File: src/rtl/irq_prio_pkg.sv
package irq_prio_pkg;
  localparam int IRQ_W  = 16;
  localparam int LVL_W  = $clog2(IRQ_W);
  localparam int SLOT_W = 4;

  typedef logic [IRQ_W-1:0] irq_vec_t;

  typedef enum logic [1:0] {
    GRP_GLOBAL = 2'd0,
    GRP_MASK   = 2'd1,
    GRP_FORCE  = 2'd2,
    GRP_EXT    = 2'd3
  } grp_e;

  localparam logic [3:0] WI_CLASS  = 4'd0;
  localparam logic [3:0] WI_PEND   = 4'd1;
  localparam logic [3:0] WI_FALIAS = 4'd2;
  localparam logic [3:0] WI_CLEAR  = 4'd3;
  localparam logic [3:0] WI_STAT   = 4'd4;
  localparam logic [3:0] WI_BCAST  = 4'd5;

  localparam irq_vec_t NZ_MASK = ~irq_vec_t'(1);
endpackage

File: src/rtl/irq_hi_sel.sv
module irq_hi_sel #(
  parameter int W  = 16,
  parameter int OW = $clog2(W)
) (
  input  logic [W-1:0]  req_i,
  output logic [OW-1:0] idx_o
);
  // bit 0 is reserved; highest set bit wins
  always_comb begin
    idx_o = '0;
    for (int i = 1; i < W; i++) begin
      if (req_i[i]) idx_o = OW'(i);
    end
  end
endmodule

File: src/rtl/irq_slot_bank.sv
module irq_slot_bank
  import irq_prio_pkg::*;
#(
  parameter int N_SLOTS = 16,
  parameter int EXT_W   = 4
) (
  input  logic              clk_i,
  input  logic              rst_ni,
  input  logic              we_i,
  input  grp_e              grp_i,
  input  logic [SLOT_W-1:0] slot_i,
  input  logic [31:0]       wdata_i,
  input  logic              alias_we_i,
  input  irq_vec_t          ack_clr_i,
  input  irq_vec_t          bc_set_i,
  input  irq_vec_t          bc_clr_i,
  output irq_vec_t          mask_o  [N_SLOTS],
  output irq_vec_t          force_o [N_SLOTS],
  output logic [EXT_W-1:0]  ext_o   [N_SLOTS],
  output irq_vec_t          mask0_nxt_o,
  output irq_vec_t          force0_nxt_o
);
  irq_vec_t set_v, clr_v;
  assign set_v = wdata_i[IRQ_W-1:0] & NZ_MASK;
  assign clr_v = wdata_i[2*IRQ_W-1:IRQ_W] & NZ_MASK;

  for (genvar k = 0; k < N_SLOTS; k++) begin : g_slot
    logic hit;
    irq_vec_t m_d, f_d;
    logic [EXT_W-1:0] e_d;

    assign hit = we_i && (slot_i == SLOT_W'(k));

    always_comb begin
      m_d = mask_o[k];
      if (hit && grp_i == GRP_MASK) m_d = set_v;
      e_d = ext_o[k];
      if (hit && grp_i == GRP_EXT) e_d = wdata_i[EXT_W-1:0];
      f_d = force_o[k];
      if (hit && grp_i == GRP_FORCE) f_d = (f_d | set_v) & ~clr_v;
      if (k == 0) begin
        if (alias_we_i) f_d = set_v;
        f_d = f_d & ~ack_clr_i;
      end
      // line events are applied last so a rise beats an acknowledge
      f_d = (f_d | bc_set_i) & ~bc_clr_i;
    end

    always_ff @(posedge clk_i or negedge rst_ni) begin
      if (!rst_ni) begin
        mask_o[k]  <= '0;
        force_o[k] <= '0;
        ext_o[k]   <= '0;
      end else begin
        mask_o[k]  <= m_d;
        force_o[k] <= f_d;
        ext_o[k]   <= e_d;
      end
    end

    if (k == 0) begin : g_nxt
      assign mask0_nxt_o  = m_d;
      assign force0_nxt_o = f_d;
    end
  end

  a_r12_force_bit0 : assert property (@(posedge clk_i) disable iff (!rst_ni)
    !force_o[0][0] && !mask_o[0][0]);
endmodule

File: src/rtl/irq_prio_ctrl.sv
module irq_prio_ctrl
  import irq_prio_pkg::*;
#(
  parameter int N_SLOTS = 16,
  parameter int EXT_W   = 4
) (
  input  logic              clk_i,
  input  logic              rst_ni,
  input  logic [IRQ_W-1:0]  irq_i,
  input  logic [7:0]        reg_addr_i,
  input  logic              reg_we_i,
  input  logic [31:0]       reg_wdata_i,
  output logic [31:0]       reg_rdata_o,
  input  logic              ack_valid_i,
  input  logic [LVL_W-1:0]  ack_num_i,
  output logic [LVL_W-1:0]  irq_level_o
);
  logic [5:0] widx;
  logic       aligned, glob_we, alias_we;
  grp_e       grp;

  assign widx     = reg_addr_i[7:2];
  assign aligned  = (reg_addr_i[1:0] == 2'b00);
  assign grp      = grp_e'(widx[5:4]);
  assign glob_we  = reg_we_i && aligned && grp == GRP_GLOBAL;
  assign alias_we = glob_we && widx[3:0] == WI_FALIAS;

  irq_vec_t cls_q, pend_q, bc_q, irq_q;
  irq_vec_t cls_d, pend_d, bc_d, clr_wr;
  irq_vec_t rise, fall, ack_clr;
  irq_vec_t mask_s [N_SLOTS];
  irq_vec_t force_s[N_SLOTS];
  logic [EXT_W-1:0] ext_s[N_SLOTS];
  irq_vec_t mask0_d, force0_d, req_d, sel_d;
  logic [LVL_W-1:0] lvl_d, lvl_q;

  assign rise    = irq_i & ~irq_q & NZ_MASK;
  assign fall    = ~irq_i & irq_q & NZ_MASK;
  assign ack_clr = ack_valid_i ? ((irq_vec_t'(1) << ack_num_i) & NZ_MASK) : '0;

  always_comb begin
    cls_d  = cls_q;
    bc_d   = bc_q;
    clr_wr = '0;
    if (glob_we) begin
      case (widx[3:0])
        WI_CLASS: cls_d  = reg_wdata_i[IRQ_W-1:0] & NZ_MASK;
        WI_CLEAR: clr_wr = reg_wdata_i[IRQ_W-1:0] & NZ_MASK;
        WI_BCAST: bc_d   = reg_wdata_i[IRQ_W-1:0] & NZ_MASK;
        default: ;
      endcase
    end
    pend_d = ((pend_q & ~clr_wr & ~ack_clr) | (rise & ~bc_q)) & ~(fall & ~bc_q);
  end

  irq_slot_bank #(.N_SLOTS(N_SLOTS), .EXT_W(EXT_W)) u_bank (
    .clk_i       (clk_i),
    .rst_ni      (rst_ni),
    .we_i        (reg_we_i && aligned),
    .grp_i       (grp),
    .slot_i      (widx[3:0]),
    .wdata_i     (reg_wdata_i),
    .alias_we_i  (alias_we),
    .ack_clr_i   (ack_clr),
    .bc_set_i    (rise & bc_q),
    .bc_clr_i    (fall & bc_q),
    .mask_o      (mask_s),
    .force_o     (force_s),
    .ext_o       (ext_s),
    .mask0_nxt_o (mask0_d),
    .force0_nxt_o(force0_d)
  );

  // level is evaluated on next-state values so it lands one clock after the cause
  assign req_d = (pend_d | force0_d) & mask0_d;
  assign sel_d = (|(req_d & cls_d)) ? (req_d & cls_d) : (req_d & ~cls_d);

  irq_hi_sel #(.W(IRQ_W), .OW(LVL_W)) u_sel (.req_i(sel_d), .idx_o(lvl_d));

  always_ff @(posedge clk_i or negedge rst_ni) begin
    if (!rst_ni) begin
      cls_q  <= '0;
      pend_q <= '0;
      bc_q   <= '0;
      irq_q  <= '0;
      lvl_q  <= '0;
    end else begin
      cls_q  <= cls_d;
      pend_q <= pend_d;
      bc_q   <= bc_d;
      irq_q  <= irq_i & NZ_MASK;
      lvl_q  <= lvl_d;
    end
  end

  assign irq_level_o = lvl_q;

  always_comb begin
    reg_rdata_o = '0;
    if (aligned) begin
      case (grp)
        GRP_GLOBAL: begin
          case (widx[3:0])
            WI_CLASS:  reg_rdata_o = {16'h0, cls_q};
            WI_PEND:   reg_rdata_o = {16'h0, pend_q};
            WI_FALIAS: reg_rdata_o = {16'h0, force_s[0]};
            WI_BCAST:  reg_rdata_o = {16'h0, bc_q};
            default:   reg_rdata_o = '0;
          endcase
        end
        GRP_MASK:  if (int'(widx[3:0]) < N_SLOTS) reg_rdata_o = {16'h0, mask_s[widx[3:0]]};
        GRP_FORCE: if (int'(widx[3:0]) < N_SLOTS) reg_rdata_o = {16'h0, force_s[widx[3:0]]};
        GRP_EXT:   if (int'(widx[3:0]) < N_SLOTS) reg_rdata_o = 32'(ext_s[widx[3:0]]);
        default: ;
      endcase
    end
  end

  // properties over registered state
  irq_vec_t req_q, cls_act_q;
  assign req_q     = (pend_q | force_s[0]) & mask_s[0];
  assign cls_act_q = (|(req_q & cls_q)) ? cls_q : ~cls_q;

  a_r3_zero_iff_idle : assert property (@(posedge clk_i) disable iff (!rst_ni)
    (irq_level_o == '0) == ((req_q & NZ_MASK) == '0));

  a_r2_upper_first : assert property (@(posedge clk_i) disable iff (!rst_ni)
    (irq_level_o != '0) |-> (req_q[irq_level_o] && (cls_q[irq_level_o] || (req_q & cls_q) == '0)));

  a_r3_no_higher : assert property (@(posedge clk_i) disable iff (!rst_ni)
    (irq_level_o != '0) |-> (((req_q & cls_act_q) >> irq_level_o) >> 1) == '0);

  a_r6_clear_reads_zero : assert property (@(posedge clk_i) disable iff (!rst_ni)
    (reg_addr_i == 8'h0C || reg_addr_i == 8'h10) |-> reg_rdata_o == '0);

  a_r8_ack_clears : assert property (@(posedge clk_i) disable iff (!rst_ni)
    (ack_valid_i && ack_num_i != '0 && !rise[ack_num_i] &&
     !(reg_we_i && aligned && (widx == 6'd2 || widx == 6'd32)))
    |=> (!pend_q[$past(ack_num_i)] && !force_s[0][$past(ack_num_i)]));

  a_r12_bit0_clear : assert property (@(posedge clk_i) disable iff (!rst_ni)
    !pend_q[0] && !cls_q[0] && !bc_q[0]);
endmodule

File: config.mk
export PLATFORM = sky130hd
export DESIGN_NAME = irq_prio_ctrl
export DESIGN_NICKNAME = d
export VERILOG_FILES = /design/src/rtl/irq_prio_pkg.sv /design/src/rtl/irq_hi_sel.sv /design/src/rtl/irq_slot_bank.sv /design/src/rtl/irq_prio_ctrl.sv
export SDC_FILE = /design/constraint.sdc
export NUM_CORES = 1
export LEC_CHECK = 0
export BUFFER_PORTS_ARGS = -buffer_cell sky130_fd_sc_hd__buf_2
export CAP_MARGIN = 10
export CORE_ASPECT_RATIO = 0.5
export CORE_MARGIN = 5
export CORE_UTILIZATION = 65
export DETAILED_ROUTE_END_ITERATION = 10
export GPL_ROUTABILITY_DRIVEN = 0
export PLACE_DENSITY = 0.83
export SLEW_MARGIN = 30
export SYNTH_ARGS = -nofsm -noshare
export SYNTH_HDL_FRONTEND = slang
export SYNTH_HIERARCHICAL = 1
export SYNTH_SLANG_ARGS = --single-unit
export TNS_END_PERCENT = 30
File: constraint.sdc
create_clock -name clk_i -period 14.15 [get_ports clk_i]
set_clock_uncertainty 0.2 [all_clocks]
set_input_delay 1.415 -clock clk_i [delete_from_list [all_inputs] [get_ports clk_i]]
set_output_delay 1.415 -clock clk_i [all_outputs]
set_load 0.05 [all_outputs]
# [After elaboration in Yosys (flattened, before gate mapping)]
# Cells that the tools add are included.
[classes] n_addsub=0 n_mul=0 n_div=0 order_cmp=1 n_eq_ne=18 shift=1 mux=51 bitwise_logic=89 n_reduce_logical=72
[op_table] op="$and A16 B16 Y16" count=45
[op_table] op="$or A16 B16 Y16" count=34
[op_table] op="$mux W16" count=28
[op_table] op="$not A16 Y16" count=9
[op_table] op="$bmux W16 S4" count=2
[op_table] op="$pmux W32 S4" count=1
[op_table] op="$logic_and A1 B1 Y1" count=67
[op_table] op="$pmux W16 S4" count=1
[op_table] op="$mux W4" count=10
[op_table] op="$eq A4 B4 Y1 const B" count=8
[op_table] op="$mux W32" count=1
[op_table] op="$bmux W4 S4" count=1
[op_table] op="$eq A4 B3 Y1 const B" count=4
[op_table] op="$reduce_or A16 Y1" count=1
[op_table] op="$shl A1 B4 Y16 const A" count=1
[op_table] op="$mux W3" count=4
[op_table] op="$eq A4 B2 Y1 const B" count=2
[op_table] op="$ge A5 B5 Y1 const B" count=1
[op_table] op="$not A4 Y5" count=1
[op_table] op="$eq A2 B2 Y1 const B" count=2
[op_table] op="$eq A4 B1 Y1 const B" count=1
[op_table] op="$logic_not A2 Y1" count=2
[op_table] op="$logic_not A4 Y1" count=1
[op_table] op="$mux W2" count=2
[op_table] op="other kinds (3)" count=3
[word_totals] reg_bits=627 latch_bits=0 ram_bits=0 rom_bits=0 out_inout_bits=36 memories=0

# [Depth between registers and ports, before layout]
# Gate-level depths: netlist of the first run.
[depth] ltp_word=29 ltp_mapped=22 ltp_nobuf=17

# [Hierarchy]
# Netlist of the first run, hierarchy kept.
[by_module_without_submodules] module="irq_slot_bank" instances=1 cells_each=1780 area_per_inst_um2=23184.7
[by_module_without_submodules] module="irq_prio_ctrl" instances=1 cells_each=778 area_per_inst_um2=9138.8
[by_module_without_submodules] module="irq_hi_sel" instances=1 cells_each=25 area_per_inst_um2=141.4

# [Least setup slack after synthesis of the first run]
# OpenSTA, ideal clock, no wires.
[synth_timing] kind="input-to-reg" from="input port reg_addr_i[3]" to="register lvl_q[0], in the netlist irq_level_o[0]" setup_time_ns=0.129 arrival_ns=6.655 setup_slack_ns=7.166 cell_stages=22 cell_sequence="buf_4 -> clkbuf_1 -> buf_2 -> nor4b_1 -> clkbuf_1 -> and3_1 -> clkbuf_1 -> nand2b_1 -> a21oi_1 -> nor2_1 -> nor4_1 -> or4b_2 -> o2111a_1 -> a21oi_1 -> o221ai_1 -> nor4b_4 -> nand4_4 -> buf_6 -> o41ai_2 -> or3b_1 -> a311oi_1 -> a31oi_1"
[synth_between] elab_cells_between_ends=44 classes_between="2 x eq/ne; 23 x mux; 13 x bitwise; 6 x reduce/logical"
[synth_lines] element="start: declaration" line_no="irq_prio_ctrl.sv:10" source="input logic [7:0] reg_addr_i,"
[synth_lines] element="$eq A4 B2 Y1" line_no="irq_prio_ctrl.sv:26" source="assign alias_we = glob_we && widx[3:0] == WI_FALIAS;"
[synth_lines] element="$logic_and A1 B1 Y1" line_no="irq_prio_ctrl.sv:26"
[synth_lines] element="net alias_we" line_no="irq_prio_ctrl.sv:19" source="logic aligned, glob_we, alias_we;"
[synth_lines] element="$mux W16" line_no="irq_slot_bank.sv:42" source="if (alias_we_i) f_d = set_v;"
[synth_lines] element="$and A16 B16 Y16" line_no="irq_slot_bank.sv:43" source="f_d = f_d & ~ack_clr_i;"
[synth_lines] element="$or A16 B16 Y16" line_no="irq_slot_bank.sv:46" source="f_d = (f_d | bc_set_i) & ~bc_clr_i;"
[synth_lines] element="$and A16 B16 Y16" line_no="irq_slot_bank.sv:46"
[synth_lines] element="net force0_d[13]" line_no="irq_prio_ctrl.sv:34" source="irq_vec_t mask0_d, force0_d, req_d, sel_d;"
[synth_lines] element="$or A16 B16 Y16" line_no="irq_prio_ctrl.sv:75" source="assign req_d = (pend_d | force0_d) & mask0_d;"
[synth_lines] element="$and A16 B16 Y16" line_no="irq_prio_ctrl.sv:75"
[synth_lines] element="$and A16 B16 Y16" line_no="irq_prio_ctrl.sv:76" source="assign sel_d = (|(req_d & cls_d)) ? (req_d & cls_d) : (req_d & ~cls_d);"
[synth_lines] element="$reduce_or A16 Y1" line_no="irq_prio_ctrl.sv:76"
[synth_lines] element="$mux W16" line_no="irq_prio_ctrl.sv:76"
[synth_lines] element="net sel_d[8]" line_no="irq_prio_ctrl.sv:34"
[synth_lines] element="$mux W4 (8 in series)" line_no="irq_hi_sel.sv:12" source="if (req_i[i]) idx_o = OW'(i);"
[synth_lines] element="net lvl_d[0]" line_no="irq_prio_ctrl.sv:35" source="logic [LVL_W-1:0] lvl_d, lvl_q;"
[synth_lines] element="end signal: assignment" line_no="irq_prio_ctrl.sv:92" source="lvl_q <= lvl_d;"
[synth_lines] element="end: declaration" line_no="irq_prio_ctrl.sv:35"
# The timed path passes the listed nets, and every way through them passes these cells.
# A chain may end at the register's enable or synchronous reset.

# [Worst setup path in the final report of the first run]
[layout_timing] from="input port reg_addr_i[2]" to="output port reg_rdata_o[7]"
[layout_between] elab_chain_cells=6 elab_cells_between_ends=14 classes_between="3 x eq/ne; 9 x mux; 1 x bitwise; 1 x reduce/logical"
[layout_lines] element="$not A4 Y5 (not written as such)" line_no="irq_prio_ctrl.sv:111, irq_prio_ctrl.sv:112"
[layout_lines] element="$bmux W16 S4, on equally long branches" line_no="irq_prio_ctrl.sv:112, irq_prio_ctrl.sv:111"
[layout_lines] element="$mux W16, on equally long branches (2 in series)" line_no="irq_prio_ctrl.sv:112, irq_prio_ctrl.sv:111"
[layout_lines] element="$pmux W32 S4 (*)" line_no="irq_prio_ctrl.sv:101" source="case (grp)"
[layout_lines] element="$mux W32 (*)" line_no="irq_prio_ctrl.sv:100" source="if (aligned) begin"
[layout_lines] element="end: declaration" line_no="irq_prio_ctrl.sv:13" source="output logic [31:0] reg_rdata_o,"
# Mark *: on every way between the ends. The rest lies on a longest branch, timed or not. The select of a mux whose other input is x is not followed.

==> metrics.md, run 1 <==
| Metric | Value |
|---|---|
| Post-synthesis average cell area | `~13 um2` |
| Vias per cell | `about 7.5` |
| Chip height | `168 um` |
| CP Class | `in -> out` |
| I/O pin count | `100` |
| Maxcap violations | `0` |
| # port buffers | `81` |
| Final setup TNS | `0 ps` |
| Die Width | `approximately 330 um` |
| TritonCTS clock tree | `done` |
| Core ar. | `about 0.049 mm2` |
| Slew Viols, Final | `0` |
| CTS sink count | `626` |
| WP data required | `between 10000 and 15000 ps` |
| Max_slew headroom | `0.313` |
| GRT Total Usage | `0.342` |
| Die footprint | `0.0548 mm2` |
| Final nets | `about 2600` |
| Vias in the first global route | `24444` |
| H-tree depth | `2` |
| DRC viols | `0` |
| Pwr dens | `about 130 mW/mm2` |
| P_leak | `between 10 and 15 nW` |
| Worst EP arrival | `between 5000 and 6000 ps` |
| DRT antenna net count | `0` |
| Cts repair resizes | `0` |
| Hold Buf Count CTS | `0` |
| GR Util met1 | `0.472` |
| Grt ovf | `0` |
| CTS Buffer Depth | `3` |
| Startpoint types | `input pin` |
| Mapped cell area | `0.0325 mm2` |
| RSZ-0062 raised after global routing | `false` |
| CTS root buffer | `clkbuf_16` |
| Period utilization | `0.519` |
| Busiest grt layer | `met2` |
| Final WL | `between 90000 and 100000 um` |
| Crit path from | `reg_addr_i[2]` |
| Largest net degree at the start of global routing | `168` |
| Latest clock arrival within the worst-skew pair | `around 620 ps` |
| FF-to-FF setup slack | `8830 ps` |
| Starting Density | `0.663` |
| Clock slew at reported path FFs | `roughly 70 ps` |
| WL per Instance | `29.6 um` |
| FMAX | `0.136 GHz` |
| Status | `finished, final reports clean` |
| Critical R2R Launch | `bc_q[8]` |
| Tightest Pin Transition | `1030 ps` |
| Fraction of layout cells with a size suffix above 1 | `0.316` |
| Placed Area | `~0.033 mm2` |
| VDD IR max | `0.104 mV` |
| Worst hold start | `irq_q[6]` |
| First-pass GRT wire length | `between 100000 and 150000 um` |
| Routed via count | `roughly 24000` |
| Drt initial violations | `3878` |
| Critical Path Fanout Max | `49` |
| Detailed placer's ending HPWL | `approximately 57000 um` |
| Initial antenna violation count | `10` |
| Num rows | `57` |
| Met3 GRT Util | `0.0924` |
| Fin area | `between 0.03 and 0.04 mm2` |
| CTS Buf Count | `53` |
| Setup Buffers After CTS | `0` |
| Critical path capture point type | `output port` |
| GRT met2 Usage | `0.519` |
| HP Class | `reg -> reg` |
| Crit path time final | `7350 ps` |
| Number of synthesis warnings | `6` |
| Pre-Repair DR Iteration Count | `7` |
| Fin. Hold Viols | `0` |
| Final setup viols | `0` |
| P&R area growth vs syn | `8.00%` |
| Post-synthesis cell count | `2581` |
-- sequential cells by signal, summed over array words and instances (netlist names) --
register	count
bc_q	15
cls_q	16
irq_level_o	4
irq_q	15
pend_q	15
u_bank/ext_o	64
u_bank/force_o	256
u_bank/mask_o	241
-- critical path: stages --
cell and delay [ps]:
buf_8 370, buf_4 670, buf_4 480, buf_12 310, nor4b_2 880, buf_4 340, a221oi_1 110, a221oi_1 690
buf_2 390
-- where the power goes --
part	total (mW)	internal (mW)	switching [mW]
logic	0.808	0.398	0.411
clock network	1.56	0.857	0.706
registers	2.21	2.05	0.154
-- cells in the final DEF, fill, tap and decap left out, types with 11 or more instances in the layout --
master	n
a211oi_1	444
a211oi_2	13
a21oi_1	39
a221oi_1	28
a22oi_1	15
buf_2	75
buf_4	58
clkbuf_16	53
clkbuf_8	13
conb_1	34
dfrtp_1	626
inv_1	42
mux2_1	43
mux2_2	276
mux4_2	180
nand2_1	91
nand2b_1	30
nand3_1	18
nor2_1	98
nor2_2	23
nor2b_1	11
nor3b_1	21
nor4_1	18
o21ai_0	31
o21bai_1	12
-- worst paths after layout --
| kind | endpoint | cells past startpoint |
|---|---|---|
| max in group asynchronous | u_bank/force_o[156] | 4 |
| min in group asynchronous | u_bank/ext_o[33] | 1 |
| min reg2reg | pend_q[6] | 1 |
| max | reg_rdata_o[7] | 9 |
| max reg2reg | irq_level_o[0] | 16 |
| min | pend_q[6] | 1 |
-- metal layers --
layer / routed length, um / up-vias
li1: - / 9726
met1: 35500 / 12216
met2: 42900 / 1616
met3: 11400 / 344
met4: 4880 / 0
met5: 0 / -
-- area by class of cell --
| type | instances | area, um2 |
|---|---|---|
| Antenna cell | 10 | 25.0 |
| Clock buffer | 76 | 1540 |
| Clock inverter | 21 | 293 |
| Fill cell | 3013 | 13900 |
| Inverter | 44 | 165 |
| Multi-Input combinational cell | 1624 | 15500 |
| Sequential cell | 626 | 15700 |
| Tap cell | 649 | 812 |
| Timing Repair Buffer | 145 | 1010 |
-- metrics by stage --
stage	instances	util	hold WS, ps	worst slack [ps]	total power, mW
floorplan	2613	-	241	7180	2.77
global placement	3085	0.674	263	6830	2.95
detailed placement	3085	0.676	271	6730	3.00
CTS	3182	0.713	280	6840	4.55
global route	3195	0.716	301	6700	4.75
finish	3195	0.716	280	6800	4.58
(Power assumes the default switching activity.)
==> run 2, diff against run 1 <==
CORE_UTILIZATION = 63   (was 65)
PLACE_DENSITY = 0.81   (was 0.83)
clock period = 6.8 ns   (was 14.15 ns; I/O delays follow)
==> run 2 against run 1 <==
Net effect: sequential power grew 110%; critical path depth up 9; design area grew 0.55%; die area is 3.0% higher; register-to-register slack got worse by 7100 ps; via count rose by 0.85%; flip-flop and latch count did not move; first-iteration DRC count down 14%; wire length hardly changed; core utilization decreased by 2.0 points; combinational power grew 110%; hold slack got worse by 230 ps; largest cell class unchanged.
==> metrics.md, run 2 (synthesized netlist as in run 1, its figures left out) <==
| Metric | Value |
|---|---|
| Hold Slack | `~47 ps` |
| FF-to-FF path depth | `17` |
| Area of the multi-input gates | `between 0.015 and 0.02 mm2` |
| Most common cell after layout, fill and taps aside | `dfrtp_1` |
| Filler cells | `3341` |
| Routed via count | `24104` |
| Largest regs | `u_bank/force_o x256, u_bank/mask_o x241, u_bank/ext_o x64` |
| Final Power | `9.54 mW` |
| Crit path time final | `5780 ps` |
| Starting Density | `0.642` |
| Num rows | `58` |
| Crit path from | `reg_addr_i[1]` |
| P&R area growth vs syn | `8.59%` |
| Vias in the first global route | `24216` |
| Clock slew at reported path FFs | `70 ps` |
| CTS sink count | `626` |
| Final setup TNS | `0 ps` |
| Cts repair resizes | `0` |
| CTS Buffer Depth | `3` |
| H-tree depth | `2` |
| Pre-CTS setup slack | `between 600 and 700 ps` |
| VDD IR max | `0.248 mV` |
| Crit path top cell by count | `o21ai_0` |
| Worst EP arrival | `6050 ps` |
| Die footprint | `roughly 0.056 mm2` |
| Most frequent cells in the layout | `626 x dfrtp_1, 444 x a211oi_1, 276 x mux2_2` |
| DRC viols | `0` |
| Placed insts | `between 3000 and 4000` |
| Reg2reg end | `irq_level_o[0]` |
| Initial antenna violation count | `8` |
| Startpoint types | `input pin` |
| CTS root buffer | `clkbuf_16` |
| Tightest Pin Transition | `1040 ps` |
| Final setup viols | `0` |
| Worst setup slack after layout | `between 1000 and 1500 ps` |
| Grt ovf | `0` |
| I/O pin count | `100` |
| FF-to-FF setup slack | `1760 ps` |
| Finished Layout Cells | `about 3300` |
| Latest clock arrival within the worst-skew pair | `620 ps` |
| Final nets | `2584` |
| DRT antenna net count | `0` |
| Fin. Hold Viols | `0` |
| Slew Viols, Final | `0` |
| P_leak | `between 10 and 15 nW` |
| CP max stage delay | `640 ps` |
| Pwr dens | `271 mW/mm2` |
| Detailed placer's ending HPWL | `58400 um` |
| Status | `finished, final reports clean` |
| Drt initial violations | `3353` |
| CTS Buf Count | `55` |
| Die Width | `331 um` |
| Pre-Repair DR Iteration Count | `7` |
| Max_slew headroom | `0.304` |
| Worst Setup EP | `irq_level_o[1]` |
| TritonCTS clock tree | `done` |
| HP Class | `in -> reg` |
| Register area | `0.0157 mm2` |
| Critical path capture point type | `flip-flop` |
| Max reg flops | `256` |
| Hold Buf Count CTS | `1` |
| RSZ-0062 raised after global routing | `false` |
| Critical Path Slowest Stage Cell | `or3b_1` |
| Crit path cell chain | `buf_2 -> or3b_1 -> inv_2 -> or3b_1 -> nor2_4 -> o21ai_0 -> a211oi_1 -> or4b_2 -> o2111ai_1 -> o21ai_0 -> a32o_1 -> o211ai_1 -> nand2_1 -> buf_4 -> o41ai_2 -> nor2_1 -> o21ai_0 -> a311o_1` |
| Chip height | `170 um` |
| Core ar. | `just over 0.05 mm2` |
| FMAX | `approximately 0.17 GHz` |
| # port buffers | `81` |
| Critical Path Fanout Max | `16` |
| GRT Total Usage | `0.336` |
| Vias per cell | `7.39` |
| WL per Instance | `29.0 um` |
| Largest net degree at the start of global routing | `146` |
| Final WL | `94700 um` |
| Maxcap violations | `0` |
| WP data required | `7070 ps` |
| CP Class | `in -> reg` |
| Period utilization | `0.850` |
| Fraction of layout cells with a size suffix above 1 | `0.320` |
| Largest Register | `u_bank/force_o` |
| Setup Buffers After CTS | `0` |
| Critical R2R Launch | `bc_q[13]` |
| First-pass GRT wire length | `146000 um` |
-- run 2: changes by cell type in the layout (fill, tap and decap cells not counted), sizes merged --
cell / delta
diode: -3
buf: +23
dlygate4sd3: +1
clkinvlp: +1
clkbuf: +8
clkinv: -4
bufinv: -2
-- run 2: power breakdown --
group / switching (mW) / internal [mW]
combinational: 0.843 / 0.826
clock: 1.46 / 1.82
sequential: 0.314 / 4.27
-- run 2: how the worst min path moves through the flow --
stage                                  start                 end  slack [ps]  cells after the start
after global placement    u_bank/mask_o[142]  u_bank/mask_o[142]         260                      1
after global routing                irq_i[4]            irq_q[4]          30                      1
after CTS                           irq_i[4]            irq_q[4]          30                      1
final                               irq_i[4]            irq_q[4]          50                      1
after floorplan                       rst_ni            bc_q[10]         180                      0
after detailed placement            irq_q[6]           pend_q[6]         270                      1
-- run 2: metrics by stage --
stage / instance area, um2 / util
final: 35200 / 0.697
after global routing: 35200 / 0.697
after CTS: 35200 / 0.695
after detailed placement: 33300 / 0.658
after global placement: 33200 / 0.657
after floorplan: 32600 / -
-- run 2: layout make-up --
class | instances | area share
Antenna cell | 7 | 0.000497
Clock buffer | 84 | 0.0476
Clock inverter | 16 | 0.00593
Inverter | 44 | 0.00469
Multi-Input combinational cell | 1624 | 0.439
Sequential cell | 626 | 0.445
Tap cell | 690 | 0.0245
Timing Repair Buffer | 169 | 0.0333
-- run 2: worst max-delay path, delay by kind of cell --
family	cells	cell delay [ps]
and+or+nand+nor	6	2450
buffers and inverters	3	710
AOI/OAI and AO/OA	9	2180
-- run 2: routing by layer --
layer	wire length, um	track usage	vias to the layer above
met2	42000	0.498	1617
met1	35800	0.470	12332
li1	-	-	9792
met3	11500	0.0925	359
met4	5430	0.157	4
met5	27	0	-
